--- config.mk ---
export PLATFORM = sky130hd
export DESIGN_NAME = page_write_seq
export DESIGN_NICKNAME = d
export VERILOG_FILES = /design/src/rtl/page_write_seq.sv
export SDC_FILE = /design/constraint.sdc
export NUM_CORES = 1
export LEC_CHECK = 0
export BUFFER_PORTS_ARGS = -buffer_cell sky130_fd_sc_hd__buf_2
export CORE_ASPECT_RATIO = 0.6
export CORE_MARGIN = 5
export CORE_UTILIZATION = 50
export CTS_BUF_LIST = sky130_fd_sc_hd__clkbuf_16
export DETAILED_ROUTE_END_ITERATION = 16
export PLACE_DENSITY_LB_ADDON = 0.15
export SYNTH_ARGS = -nofsm -noshare
export SYNTH_HDL_FRONTEND = slang
export SYNTH_SLANG_ARGS = --single-unit
--- constraint.sdc ---
create_clock -name clk -period 7.2 [get_ports clk]
set_input_delay 0.36 -clock clk [delete_from_list [all_inputs] [get_ports clk]]
set_output_delay 0.36 -clock clk [all_outputs]
set_load 0.01 [all_outputs]
--- src/rtl/page_write_seq.sv ---
module page_write_seq #(
  parameter int ADDR_W      = 14,
  parameter int PAGE_W      = 6,
  parameter int CYCLE_TICKS = 320
) (
  input  logic              clk,
  input  logic              rst_n,
  input  logic              seq_start,
  input  logic [ADDR_W-1:0] start_addr,
  input  logic              byte_vld,
  input  logic [7:0]        byte_data,
  input  logic              cs_rise,
  input  logic [2:0]        bit_idx,
  input  logic              wel,
  input  logic              wr_blocked,
  output logic              arr_we,
  output logic [ADDR_W-1:0] arr_addr,
  output logic [7:0]        arr_data,
  output logic              busy,
  output logic              done,
  output logic              wel_clr
);
  localparam int PAGE  = 1 << PAGE_W;
  localparam int CNT_W = $clog2(CYCLE_TICKS + PAGE + 1);

  logic                     active;
  logic [ADDR_W-PAGE_W-1:0] page_q;
  logic [PAGE_W-1:0]        off_q;
  logic [PAGE-1:0]          vmask;
  logic [7:0]               pbuf [PAGE];
  logic                     busy_q;
  logic [CNT_W-1:0]         tick;

  wire idle      = !busy_q;
  wire take      = idle && active && byte_vld && !seq_start && !cs_rise;
  wire commit    = idle && active && cs_rise && wel && !wr_blocked &&
                   (bit_idx == 3'd0) && (|vmask);
  wire last_tick = busy_q && (tick == CNT_W'(CYCLE_TICKS - 1));
  wire [PAGE_W-1:0] scan = tick[PAGE_W-1:0];
  wire in_scan   = tick < CNT_W'(PAGE);

  assign arr_we   = busy_q && in_scan && vmask[scan];
  assign arr_addr = {page_q, scan};
  assign arr_data = pbuf[scan];
  assign busy     = busy_q;
  assign done     = last_tick;
  assign wel_clr  = last_tick;

  always_ff @(posedge clk or negedge rst_n) begin
    if (!rst_n) begin
      active <= 1'b0;
      page_q <= '0;
      off_q  <= '0;
      vmask  <= '0;
      busy_q <= 1'b0;
      tick   <= '0;
    end else if (idle) begin
      if (seq_start) begin
        active <= 1'b1;
        page_q <= start_addr[ADDR_W-1:PAGE_W];
        off_q  <= start_addr[PAGE_W-1:0];
        vmask  <= '0;
      end else if (cs_rise) begin
        active <= 1'b0;
        if (commit) begin
          busy_q <= 1'b1;
          tick   <= '0;
        end else begin
          vmask <= '0;
        end
      end else if (take) begin
        vmask[off_q] <= 1'b1;
        off_q        <= off_q + 1'b1;
      end
    end else begin
      if (last_tick) begin
        busy_q <= 1'b0;
        vmask  <= '0;
      end else begin
        tick <= tick + 1'b1;
      end
    end
  end

  always_ff @(posedge clk) begin
    if (take) pbuf[off_q] <= byte_data;
  end
endmodule


## Word level (Yosys, flattened, before mapping)

Memory sizes are Yosys's and may differ from the RTL's.
Cells that the tools add are included.

| storage, ports and cells | value |
|---|---|
| bits in registers | 89 |
| bits in writable memories | 512 |
| bits of input ports | 32 |
| output and inout bits | 26 |
| word-level logic and storage cells | 77 |
| memories kept | 1 |

| cells by class | value |
|---|---|
| $add $sub $neg | 2 |
| $lt $le $gt $ge | 4 |
| equality and inequality tests | 6 |
| multiplexer cells | 27 |
| bitwise logic cells | 2 |
| reduce and logical (&&, ||, !) cells | 29 |

Memory list:

| name | words | bits a word | rd ports | clocked after Yosys merged registers in | wr ports | RTL line | text |
|---|---|---|---|---|---|---|---|
| pbuf | 64 | 8 | 1 | 0 | 1 | 30 | `logic [7:0] pbuf [PAGE];` |

Operators by type and width:

| operator | count |
|---|---|
| $mux W64 | 6 |
| $or A64 B64 Y64 | 1 |
| $reduce_or A64 Y1 | 1 |
| $mux W9 | 5 |
| $mux W6 | 3 |
| $lt A6 B7 Y1 const B | 2 |
| $logic_and A1 B1 Y1 | 13 |
| $mux W1 | 11 |
| $add A9 B1 Y9 const B | 1 |
| $eq A9 B9 Y1 const B | 1 |
| $lt A9 B7 Y1 const B | 1 |
| $reduce_bool A2 Y1 | 4 |
| $add A6 B1 Y6 const B | 1 |
| $bmux W1 S6 | 1 |
| $demux W1 S6 | 1 |
| $ge A6 B1 Y1 const B | 1 |
| $ne A2 B2 Y1 const B | 3 |
| $reduce_and A3 Y1 | 2 |
| $logic_not A1 Y1 | 4 |
| $ne A4 B4 Y1 const B | 1 |
| $reduce_and A2 Y1 | 2 |
| $reduce_and A4 Y1 | 1 |
| $reduce_bool A4 Y1 | 1 |
| $logic_not A3 Y1 | 1 |
| other kinds (2) | 2 |

## Depth between registers and ports, before layout

| logic depth | value |
|---|---|
| depth in word-level cells | 11 |
| depth in mapped cells | 10 |
| gate-level depth less buffers | 8 |

## Worst setup path after synthesis

OpenSTA, ideal clock, no wires.

| timing | value |
|---|---|
| kind | reg-to-output |
| start point | register tick[1] |
| end point | output port arr_data[0] |
| data arrival time | 2.364 ns |
| data required time | 6.840 ns |
| path slack | 4.476 ns |
| stages on the path, launching flop included | 8 |
| buffers on the path | 3 |
| path through | dfrtp_1 -> buf_2 -> buf_1 -> buf_1 -> mux4_2 -> a221oi_1 -> o21ai_0 -> a221o_1 |

| between the ends | value |
|---|---|
| cells in the longest elaborated chain, start to end | 1 |

Ends and longest elaborated chain:

| element | RTL line | text |
|---|---|---|
| start: declaration | 32 | `logic [CNT_W-1:0] tick;` |
| start signal: assignment | 80 | `tick <= tick + 1'b1;` |
| $mem_v2 Z64 W8 | n/a |  |
| end: declaration | 18 | `output logic [7:0] arr_data,` |

No other way between the ends.

## Worst setup path in the final report

| timing | value |
|---|---|
| start point | register tick[1] |
| end point | output port arr_data[4] |

The elaborated chain is that of the path after synthesis.

==> flow_summary_export.csv <==
group,metric,value,unit
status,outcome,"completed",
synth,synthArstFlopShare,0.148,
power,ir_worst_vdd,0.177,mV
timing,rsz0062_at_grt,"no",
routing,wl_met3,7090,um
timing,post-route-period-util,0.610,
clock_network,clk_pin_slew,0.06,ns
routing,vias,14173,
die,std_cell_rows,63,
synth,synth_ff_type,"edfxtp_1",
synth,yosys_register_bits,601,
routing,via_per_inst,6.37,
clock_network,cts_sinks,601,
synth,syn_avg_cell_area,16.5,um^2
power,powerDensity,250,nW/um^2
clock_network,cts.path.max_buffers,3,
finish,drive_above_1_share,0.191,
grt,grt_max_degree,125,
timing,finClkSkew,0.0175,ns
die,start_util,0.502,
clock_network,clock_latency,0.59,ns
routing,top_layer_used,"met4",
setup_path,cp.required,6.84,ns
die,core,49100,um^2
synth,synth_edf_count,512,
setup_path,path_class,"flop to primary output",
power,switchingPower,1.37,mW
hold_path,hp-class,"input port to flop",
grt,grt_antenna_before_repair,0,
grt,grt_pass1_vias,13494,
job,max_cap_viol_count,0,
routing,drtIter0Drc,2093,
finish,final_cells,2224,
power,p_sw_frac,0.201,
power,intPower,5.44,mW
place,io_buffers,57,
timing,finalMaxSlewViolations,0,
setup_path,critPathMaxFanout,124,
setup_path,critPathLaunchType,"flop",
setup_path,critPathCaptureType,"primary output",
setup_path,worst_path_largest_cell_delay,0.68,ns
routing,wl_met1,29400,um
finish,num-nets-final,1562,
timing,timing.hold.ws,0.0168,ns
clock_network,cts-root-buf,"clkbuf_16",
routing,ant_nets,0,
place,dp_cells,2116,
setup_path,crit_chain,"buf_12, mux4_2, a22oi_1, nand2_1, a211oi_1, nor2_1, buf_2",
place,place_congestion,0.885,
synth,ys_types,57,
routing,dr.pass1.iters,6,
clock_network,cts_tree,"done",
die,dieArea,54000,um^2
finish,antenna_cells,0,
die,dieWidth,297,um
timing,finalCriticalPeriod,4.39,ns
routing,wirelength,63500,um
die,die_h,182,um
routing,routedWlPerCell,28.6,um
grt,grt_pass1_wl,94300,um
timing,hold_violations,0,
die,io_pins,58,
finish,area_growth,10.5,%
setup_path,arrival,4.03,ns
timing,tightest_slew,1.31,ns
timing,timing.slew.headroom,0.129,
setup_path,critPathBufInv,2,
timing,setup_violations,0,
synth,synth_warnings,0,
place,hpwlAfterDp,39100,um
timing,tns,0,ns
grt,grt_usage,0.234,
clock_network,numCtsBuffers,55,
setup_path,cpMaxStageDelayCell,"dfrtp_4",
routing,drc,0,
synth,synth.cell_area,24700,um^2
grt,grt.overflow.total,0,
power,pwr-share-clk,0.428,
setup_path,crit_family,"compound AO/OA/AOI/OAI gates",
power,seqPwrFrac,0.556,
synth,synth_cells,1499,
timing,fmax,0.228,GHz
synth,ys_seq_area_frac,0.713,
clock_network,cts_htree_levels,2,
clock_network,post_cts_buffers,0,
routing,route.met2.wl,26000,um
power,power.leakage,8.97,nW
power,combPwrFrac,0.015,
synth,syn-num-nets,1533,
## Yosys cell counts, drive strengths merged, types with 6 or more instances
cell type | count | area, um^2
mux2i | 74 | 741
nor2 | 171 | 642
nand3b | 6 | 45.0
nor2b | 10 | 62.6
mux4 | 113 | 2540
mux2 | 17 | 191
buf | 53 | 324
o22ai | 10 | 62.6
o21ai | 35 | 175
or3 | 8 | 50.1
clkbuf | 57 | 214
nor3 | 71 | 355
a221o | 16 | 160
dfrtp | 89 | 2230
edfxtp | 512 | 15400
a221oi | 8 | 70.1
a22oi | 20 | 150
nand3 | 20 | 100
nand4 | 7 | 43.8
inv | 9 | 33.8
nand2 | 35 | 131
nor4 | 18 | 113
a21oi | 85 | 425
## power by group through the flow
stage	clock network [mW]	logic, mW	registers, mW
finish	2.92	0.105	3.79
global route	3.11	0.115	3.79
CTS	2.96	0.107	3.79
detailed placement	0	0.105	3.86
global placement	0	0.102	3.86
floorplan	0	0.0218	3.86
## routing by layer
layer,up-vias,global-route usage
met3,94,0.0635
met2,775,0.313
met5,-,0
li1,5973,-
met1,7331,0.387
met4,0,0.0420
## final timing paths
| check | start | to | slack (ns) | cells past startpoint |
|---|---|---|---|---|
| max | tick[1]$_DFFE_PN0P_ | arr_data[4] | 2.81 | 7 |
| min | start_addr[12] | page_q[6]$_DFFE_PN0P_ | 0.02 | 2 |
| max reg2reg | vmask[60]$_DFFE_PN0P_ | tick[6]$_DFFE_PN0P_ | 3.69 | 8 |
| min reg2reg | page_q[5]$_DFFE_PN0P_ | page_q[5]$_DFFE_PN0P_ | 0.50 | 1 |
| max in group asynchronous | rst_n | tick[1]$_DFFE_PN0P_ | 5.69 | 3 |
| min in group asynchronous | rst_n | vmask[17]$_DFFE_PN0P_ | 0.22 | 2 |
## kinds of logic (layout without fill, tap and decap cells)
group,count (synthesis),after routing,share of synthesized area
AND/OR/NAND/NOR,368,368,0.0691
adder cells (fa/ha/maj),2,2,0.00101
AO/OA/AOI/OAI,202,202,0.0514
XOR/XNOR,3,3,0.00107
multiplexers,204,204,0.141
flip-flops,601,601,0.713
buffers and inverters,119,194,0.0232
## stage by stage
step | setup WS [ns] | util | instance area (um^2) | power (mW)
2_1_floorplan | 4.48 | - | 24700 | 3.88
3_3_place_gp | 3.48 | 0.518 | 25400 | 3.96
3_5_place_dp | 3.54 | 0.518 | 25400 | 3.97
4_1_cts | 2.90 | 0.555 | 27300 | 6.85
5_1_grt | 2.70 | 0.555 | 27300 | 7.01
6_report | 2.81 | 0.555 | 27300 | 6.81
## cells in the final DEF, fill, tap and decap left out, drive strengths merged, types with 3 or more instances in the layout
cell	instances
or3	8
dfrtp	89
inv	18
o21ai	35
o22ai	10
nor2b	10
nor2	171
edfxtp	512
nand4	7
dlygate4sd3	5
nand3	20
and2	4
and3	3
a21oi	85
o221ai	4
a211oi	4
nand2b	4
a221oi	8
buf	77
or2	3
nand3b	6
a22oi	20
nand2	35
a221o	16
o211ai	3
clkinv	28
clkinvlp	3
mux2	17
nor3	71
a21boi	4
clkbuf	57
bufinv	6
mux4	113
mux2i	74
nor4	18
## registers in the layout, summed over array words and instances, names as in the netlist
| name | cells |
|---|---|
| tick | 9 |
| page_q | 8 |
| busy | 1 |
| pbuf | 512 |
| active | 1 |
| vmask | 64 |
| off_q | 6 |
## area by class of cell
class | count | area [um^2]
Multi-Input combinational cell | 779 | 6510
Clock inverter | 46 | 354
Timing Repair Buffer | 82 | 513
Inverter | 9 | 33.8
Tap cell | 650 | 813
Fill cell | 3846 | 21800
Sequential cell | 601 | 17600
Clock buffer | 57 | 1430
## what timing repair did
action,in CTS,in global routing
gates resized for setup,0,0
setup endpoints to repair,0,0
hold buffers,5,0
endpoints found under the hold margin,27,0
(Power assumes the default switching activity.)
